--- src/rtl/pwt_pkg.sv ---
package pwt_pkg;
  localparam int FLAG_EDGE  = 0;
  localparam int FLAG_UFLOW = 1;
  localparam int NUM_FLAGS  = 2;
  typedef logic [NUM_FLAGS-1:0] flag_vec_t;
endpackage

--- src/rtl/pwt_sync.sv ---
// Multi-stage input synchronizer followed by an edge detector.
module pwt_sync #(
  parameter int STAGES = 2
) (
  input  logic clk,
  input  logic rst,
  input  logic din,
  output logic level,
  output logic rise,
  output logic fall
);
  logic [STAGES-1:0] sh_q;
  logic              prev_q;

  always_ff @(posedge clk) begin
    if (rst) begin
      sh_q   <= '0;
      prev_q <= 1'b0;
    end else begin
      sh_q   <= {sh_q[STAGES-2:0], din};
      prev_q <= sh_q[STAGES-1];
    end
  end

  assign level = sh_q[STAGES-1];
  assign rise  = level & ~prev_q;
  assign fall  = ~level & prev_q;
endmodule

--- src/rtl/pwt_prescale.sv ---
// Free-running divider: one-cycle tick every DIV clocks.
module pwt_prescale #(
  parameter int DIV = 16
) (
  input  logic clk,
  input  logic rst,
  output logic tick
);
  localparam int PW = (DIV > 2) ? $clog2(DIV) : 1;
  localparam logic [PW-1:0] LAST = PW'(DIV - 1);

  logic [PW-1:0] pcnt_q;

  always_ff @(posedge clk) begin
    if (rst)                pcnt_q <= '0;
    else if (pcnt_q == LAST) pcnt_q <= '0;
    else                    pcnt_q <= pcnt_q + 1'b1;
  end

  assign tick = (pcnt_q == LAST);
endmodule

--- src/rtl/pwt_readback.sv ---
// Two-byte read port; the high-byte read captures the low byte.
module pwt_readback #(
  parameter int CNT_W = 16
) (
  input  logic             clk,
  input  logic             rst,
  input  logic [CNT_W-1:0] value,
  input  logic             rd_hi,
  input  logic             rd_lo,
  output logic [CNT_W/2-1:0] rd_data
);
  localparam int BW = CNT_W / 2;

  logic [BW-1:0] snap_q;

  always_ff @(posedge clk) begin
    if (rst) begin
      snap_q  <= '0;
      rd_data <= '0;
    end else if (rd_hi) begin
      snap_q  <= value[BW-1:0];
      rd_data <= value[CNT_W-1:BW];
    end else if (rd_lo) begin
      rd_data <= snap_q;
    end
  end
endmodule

--- src/rtl/pulse_width_timer.sv ---
module pulse_width_timer
  import pwt_pkg::*;
#(
  parameter int CNT_W       = 16,
  parameter int PRESCALE    = 16,
  parameter int SYNC_STAGES = 2
) (
  input  logic               clk,
  input  logic               rst,
  input  logic               pulse_in,
  input  logic               meas_high,
  input  logic               stop,
  input  logic               latch_wr_lo,
  input  logic               latch_wr_hi,
  input  logic [CNT_W/2-1:0] wr_data,
  input  logic               rd_hi,
  input  logic               rd_lo,
  output logic [CNT_W/2-1:0] rd_data,
  input  logic               en_edge,
  input  logic               en_uflow,
  input  logic               clr_edge,
  input  logic               clr_uflow,
  output logic               irq_edge,
  output logic               irq_uflow
);
  localparam int BW = CNT_W / 2;

  logic             lvl, rise, fall, tick;
  logic [CNT_W-1:0] cnt_q, latch_q, latch_nx;
  logic             wr_any, count_en;
  flag_vec_t        flag_q, flag_set, flag_clr, flag_en;

  pwt_sync #(.STAGES(SYNC_STAGES)) i_sync (
    .clk(clk), .rst(rst), .din(pulse_in),
    .level(lvl), .rise(rise), .fall(fall)
  );

  pwt_prescale #(.DIV(PRESCALE)) i_pre (
    .clk(clk), .rst(rst), .tick(tick)
  );

  pwt_readback #(.CNT_W(CNT_W)) i_rd (
    .clk(clk), .rst(rst), .value(cnt_q),
    .rd_hi(rd_hi), .rd_lo(rd_lo), .rd_data(rd_data)
  );

  assign wr_any = latch_wr_lo | latch_wr_hi;

  always_comb begin
    latch_nx = latch_q;
    if (latch_wr_lo) latch_nx[BW-1:0]    = wr_data;
    if (latch_wr_hi) latch_nx[CNT_W-1:BW] = wr_data;
  end

  assign count_en = tick & ~stop & (lvl == meas_high);

  always_ff @(posedge clk) begin
    if (rst) begin
      latch_q <= '0;
      cnt_q   <= '0;
    end else begin
      latch_q <= latch_nx;
      if (wr_any && stop)
        cnt_q <= latch_nx;
      else if (count_en)
        cnt_q <= (cnt_q == '0) ? latch_q : cnt_q - 1'b1;
    end
  end

  assign flag_set[FLAG_EDGE]  = meas_high ? fall : rise;
  assign flag_set[FLAG_UFLOW] = count_en & (cnt_q == '0);
  assign flag_clr[FLAG_EDGE]  = clr_edge;
  assign flag_clr[FLAG_UFLOW] = clr_uflow;
  assign flag_en[FLAG_EDGE]   = en_edge;
  assign flag_en[FLAG_UFLOW]  = en_uflow;

  logic [NUM_FLAGS-1:0] irq_q;

  for (genvar gi = 0; gi < NUM_FLAGS; gi++) begin : g_flag
    always_ff @(posedge clk) begin
      if (rst) begin
        flag_q[gi] <= 1'b0;
        irq_q[gi]  <= 1'b0;
      end else begin
        flag_q[gi] <= (flag_q[gi] & ~flag_clr[gi]) | flag_set[gi];
        irq_q[gi]  <= flag_q[gi] & flag_en[gi];
      end
    end
  end

  assign irq_edge  = irq_q[FLAG_EDGE];
  assign irq_uflow = irq_q[FLAG_UFLOW];
endmodule

--- config.mk ---
export PLATFORM = sky130hd
export DESIGN_NAME = pulse_width_timer
export DESIGN_NICKNAME = d
export VERILOG_FILES = /design/src/rtl/pwt_pkg.sv /design/src/rtl/pwt_sync.sv /design/src/rtl/pwt_prescale.sv /design/src/rtl/pwt_readback.sv /design/src/rtl/pulse_width_timer.sv
export SDC_FILE = /design/constraint.sdc
export NUM_CORES = 1
export LEC_CHECK = 0
export BUFFER_PORTS_ARGS = -buffer_cell sky130_fd_sc_hd__buf_4
export CORE_MARGIN = 3
export CORE_UTILIZATION = 62
export DETAILED_ROUTE_END_ITERATION = 7
export GPL_TIMING_DRIVEN = 0
export MAX_ROUTING_LAYER = met4
export PLACE_DENSITY = 0.87
export SYNTH_ARGS = -nofsm -noshare
export SYNTH_HDL_FRONTEND = slang
export SYNTH_SLANG_ARGS = --single-unit
--- constraint.sdc ---
create_clock -name clk -period 4.5 [get_ports clk]
set_clock_uncertainty 0.1 [all_clocks]
set_input_delay 0.45 -clock clk [delete_from_list [all_inputs] [get_ports clk]]
set_output_delay 0.45 -clock clk [all_outputs]
set_load 0.005 [all_outputs]
**Word-level counts from Yosys, hierarchy flattened**

Cells that the tools add are included.

- Bits in registers: 59
- Word-level logic and storage cells: 45

- Bitwise gates (word level): 17
- $add $sub $neg: 2
- Equality and inequality tests: 2
- Multiplexer cells: 8
- Reductions and logical operators: 5

Operators by type and width:

| operator | count |
|---|---|
| $mux W16 | 3 |
| $mux W8 | 4 |
| $logic_not A16 Y1 | 1 |
| $sub A16 B1 Y16 const B | 1 |
| $and A1 B1 Y1 | 9 |
| $not A1 Y1 | 5 |
| $add A4 B1 Y4 const B | 1 |
| $eq A4 B4 Y1 const B | 1 |
| $reduce_bool A2 Y1 | 2 |
| $or A1 B1 Y1 | 3 |
| $reduce_or A2 Y1 | 1 |
| $eq A1 B1 Y1 | 1 |
| $logic_and A1 B1 Y1 | 1 |
| $mux W1 | 1 |

**Logic depth before layout (Yosys ltp)**

- Depth in word-level cells: 5
- Gate-level depth with buffers: 8
- Depth with buffers taken out: 7

**Hierarchy**

From an unflattened synthesis, not the netlist that was laid out.

- Cell total of the unflattened synthesis: 314
- Area, all modules: 2894.0 µm²

Modules (own cells, without submodules):

| module | cells each | instances | area an instance (µm²) |
|---|---|---|---|
| pulse_width_timer | 229 | 1 | 1920.6 |
| pwt_readback | 62 | 1 | 715.7 |
| pwt_prescale | 15 | 1 | 166.4 |
| pwt_sync | 8 | 1 | 91.3 |

**Worst setup path before layout**

No wires, ideal clock.

- Path type: register to register
- Start point: reg cnt_q[0]
- End point: reg cnt_q[10]
- Required time: 4.266 ns
- Path buffers: 0
- Stages on the path, launching flop included: 8
- Period minus slack after synthesis: 1.832 ns
- Arrival: 1.599 ns
- Path slack: 2.668 ns
- Library setup time: 0.134 ns
- Cell sequence: dfxtp_1 > inv_1 > ha_1 > nor3b_2 > nand3_1 > mux2_2 > a22oi_1 > o22ai_1

- Word-level cells in the longest chain between the ends: 4
- Elaborated cells between the ends (all ways): 5
- Classes of those cells: add/sub (1); mux (3); reduce/logical (1)

Ends and longest elaborated chain:

| what | line | RTL |
|---|---|---|
| start: declaration | pulse_width_timer.sv:29 | `logic [CNT_W-1:0] cnt_q, latch_q, latch_nx;` |
| start signal: assignment | pulse_width_timer.sv:64 | `cnt_q <= latch_nx;` |
| start signal: assignment | pulse_width_timer.sv:66 | `cnt_q <= (cnt_q == '0) ? latch_q : cnt_q - 1'b1;` |
| $sub A16 B1 Y16 or $logic_not A16 Y1 (tied branches) | pulse_width_timer.sv:66 |  |
| $mux W16 * | pulse_width_timer.sv:66 |  |
| $mux W16 * | pulse_width_timer.sv:65 | `else if (count_en)` |
| $mux W16 * | pulse_width_timer.sv:63 | `if (wr_any && stop)` |

Every way passes the cells marked *; elsewhere a longest branch is shown, timed or not. The select of a mux whose other input is x is not followed.
A chain may end at the register's enable or synchronous reset.

**Worst setup path in the final report**

- Start point: reg i_pre.pcnt_q[0]
- End point: reg cnt_q[14]

- Word-level cells in the longest chain between the ends: 4

Ends and longest elaborated chain:

| what | line | RTL |
|---|---|---|
| start: declaration | pwt_prescale.sv:12 | `logic [PW-1:0] pcnt_q;` |
| start signal: assignment | pwt_prescale.sv:17 | `else pcnt_q <= pcnt_q + 1'b1;` |
| $eq A4 B4 Y1 | pwt_prescale.sv:20 | `assign tick = (pcnt_q == LAST);` |
| $and A1 B1 Y1 (2 in series) | pulse_width_timer.sv:55 | `assign count_en = tick & ~stop & (lvl == meas_high);` |
| $reduce_bool A2 Y1 (no source line) | -- |  |

No other way between the ends.

==> impl_metrics.toml <==
[routing]
ant_nets = 0
viasPerCell = 6.067
first_pass_iters = 5
drc = 0
finalWirelength_mm = 7.149
dr_total_vias = 2536
initialDrtViolationCount = 165
avgRoutedWirePerCell_um = 17.10

[placement]
pre_cts_ws_ns = 2.371
dpl.hpwl_mm = 5.051
placed_cell_area_um2 = 3126
dp_cells = 402
portBuffers = 25
place_congestion = 1.003

[global_routing]
grt_max_degree = 11
antenna_found_initial = 0
grt_pass1_wl_mm = 11.48
grt_pass1_vias = 2390
grt.overflow.total = 0
track_usage = 0.2907

[critical_path]
path_delay_family = "simple AND/OR/NAND/NOR gates"
reg2reg_depth = 6
slowest_delay_ns = 0.50
path_class = "reg -> reg"
worstSetupStartpoint = "i_pre.pcnt_q[0]$_SDFF_PP0_"
startpoint_type = "register"
worstSetupEndpointType = "register"
cp.arrival_ns = 2.25
worstPathCellList = "ha_1 -> and3_1 -> nand3b_1 -> nor2_1 -> o221ai_1 -> o22ai_1"
cp_max_fo = 6
reg2reg_slack_ns = 2.41
r2r_end = "cnt_q[14]$_SDFFE_PP0P_"
worstPathRequired_ns = 4.66
crit_slowest_cell = "nor2_1"
critPathBufInv = 0
rr_startpoint = "i_pre.pcnt_q[0]$_SDFF_PP0_"

[synthesis]
yosys.cell_types.count = 57
yosys.area.top_type = "dfxtp_1"
synth.area.top_cells = "dfxtp_1 (41%), mux2i_1 (10%), nor2_1 (10%), a21oi_1 (3.5%), a31oi_1 (2.2%)"
synth_cells = 325
synth-edff-count = 0
yosys_warnings = 0
synth_top_area_frac = 0.4111
ys_ff_latch = 59
ys_seq_area_frac = 0.4111
synth_flop_cell = "dfxtp_1"
async_flop_share = 0
syn_area_um2 = 2873
synth.avg_cell_area_um2 = 8.839
syn_nets = 349

[cells_and_area]
stdcell_count = 418
area_growth_pct = 15.46
final_util = 0.7514
nets = 385
finalInstanceArea_um2 = 3317
nFillCells = 356
regArea_um2 = 1181
layout-drive-gt1-share = 0.1858
multi_input_area_um2 = 1558
n_antenna_cell = 0

[status]
status = "finished, final reports clean"

[die]
core_um2 = 4414
start_util = 0.6508
ioPinCount = 31
dieArea_um2 = 5486
die_x_um = 74.07
rows = 24
die_y_um = 74.07

[timing]
worst_slack_ns = 2.406
fin_crit_ns = 2.094
final-setup-viol-count = 0
rsz0062_at_grt = "false"
timing.hold.ws_ns = 0.2279
maxSlewViolCount = 0
tightest_slew_ns = 0.6022
setup_tns_ns = 0
min_period_over_period = 0.4653
fmax_ghz = 0.4775
final-hold-violation-count = 0
slew_headroom = 0.5958

[run]
drv_cap = 0

[pwr]
finalPower_mw = 1.279
p_per_area_nw_per_um2 = 385.5
seqPwrFrac = 0.446
p_int_mw = 0.9107
vdd_ir_drop_max_v = 0.0003238
p_comb_frac = 0.194
switching_share = 0.2878
p_leak_nw = 1.401
power_switching_mw = 0.3680
power_frac_clock = 0.360

[hold_path]
hold_end = "irq_uflow$_SDFF_PP0_"
hold_depth = 3
hold_start = "en_uflow"
hold_path_class = "in -> reg"

[clock_tree]
numCtsBuffers = 9
clk_path_buf_depth = 2
insertion_delay_ns = 0.34
cts.sinks = 59
clk_root_buffer_cell = "clkbuf_8"
cts_resized = 0
cts_hold_buffers = 0
path_clk_slew_ns = 0.07
htreeDepth = 3
cts_tree = "done"
cts_setup_buffers = 0
-- worst max path at each step --
stage | endpoint | slack (ns) | cells past startpoint
after floorplan | cnt_q[10]$_SDFFE_PP0P_ | 2.67 | 7
after detailed placement | cnt_q[10]$_SDFFE_PP0P_ | 2.37 | 6
final | cnt_q[14]$_SDFFE_PP0P_ | 2.41 | 6
after CTS | cnt_q[6]$_SDFFE_PP0P_ | 2.45 | 8
after global placement | cnt_q[14]$_SDFFE_PP0P_ | 2.44 | 6
after global routing | cnt_q[10]$_SDFFE_PP0P_ | 2.28 | 8
-- worst register-to-register path, delay by kind of cell (launching register included) --
family	cells	cell delay, ns
compound gates	2	0.39
fa+ha+maj	1	0.22
flops	1	0.37
simple gates	3	0.94
-- Yosys cell counts, types with 4 or more instances --
| library cell | n |
|---|---|
| xnor2_1 | 6 |
| inv_1 | 6 |
| nor2_1 | 77 |
| o21ai_1 | 8 |
| o21ai_0 | 4 |
| dfxtp_1 | 59 |
| nand2_1 | 7 |
| o22ai_1 | 10 |
| clkbuf_1 | 9 |
| a31oi_1 | 10 |
| o32ai_1 | 4 |
| nor2b_1 | 5 |
| buf_2 | 8 |
| a211oi_1 | 4 |
| mux2i_1 | 30 |
| a21oi_1 | 20 |
-- power by group through the flow --
| stage | Combinational, mW | Sequential, mW | Clock [mW] |
|---|---|---|---|
| 2_1_floorplan | 0.185 | 0.574 | 0 |
| 3_3_place_gp | 0.238 | 0.579 | 0 |
| 3_5_place_dp | 0.243 | 0.581 | 0 |
| 4_1_cts | 0.244 | 0.569 | 0.463 |
| 5_1_grt | 0.269 | 0.573 | 0.488 |
| 6_report | 0.248 | 0.570 | 0.461 |
-- cell families after synthesis --
group / Yosys count / share of synthesized area
compound gates: 72 / 0.1625
mux: 31 / 0.1084
fa+ha+maj: 3 / 0.01307
buf+inv: 29 / 0.04660
xor+xnor: 9 / 0.02744
flops: 59 / 0.4111
simple gates: 122 / 0.2309
-- flip-flops by register name, summed over array words and instances, names as in the netlist --
register and cells:
cnt_q 16, latch_q 16, i_rd.rd_data 8, i_rd.snap_q 8, i_pre.pcnt_q 4, flag_q 2
i_sync.sh_q 2, i_sync.prev_q 1, irq_edge 1, irq_uflow 1
-- routing by layer --
metal  global-route usage  share of wire  vias up
li1                     -              -     1222
met1               0.3697           0.45     1202
met2               0.4439           0.47      100
met3              0.08784          0.070       12
met4              0.09054          0.012        0
met5                    -              0        -
-- final cells by class --
| class | instances | share of cell area |
|---|---|---|
| clock buffers | 15 | 0.05621 |
| clock inverters | 1 | 0.001509 |
| repair buffers | 25 | 0.05658 |
| well taps | 52 | 0.01962 |
| flip-flops and latches | 59 | 0.3561 |
| multi-input cells | 237 | 0.4696 |
| inverters | 6 | 0.006790 |
| plain buffers | 23 | 0.03357 |
-- placed cells by master, fill, tap and decap left out, drive strengths merged, types with 2 or more instances in the layout --
cell,n
nand4,2
inv,6
o211ai,2
nor2,79
nor2b,5
or2,2
nor3b,2
nor3,8
nor4,2
mux2i,30
nand4b,2
or4,2
nand2b,2
o21ai,12
nand3,3
a211oi,4
clkbuf,24
o22ai,10
xor2,3
xnor2,6
and2,2
nand2,7
o32ai,5
dfxtp,59
o31ai,3
buf,39
ha,3
a21oi,20
a31oi,10
Power figures use the tool's default switching activity.
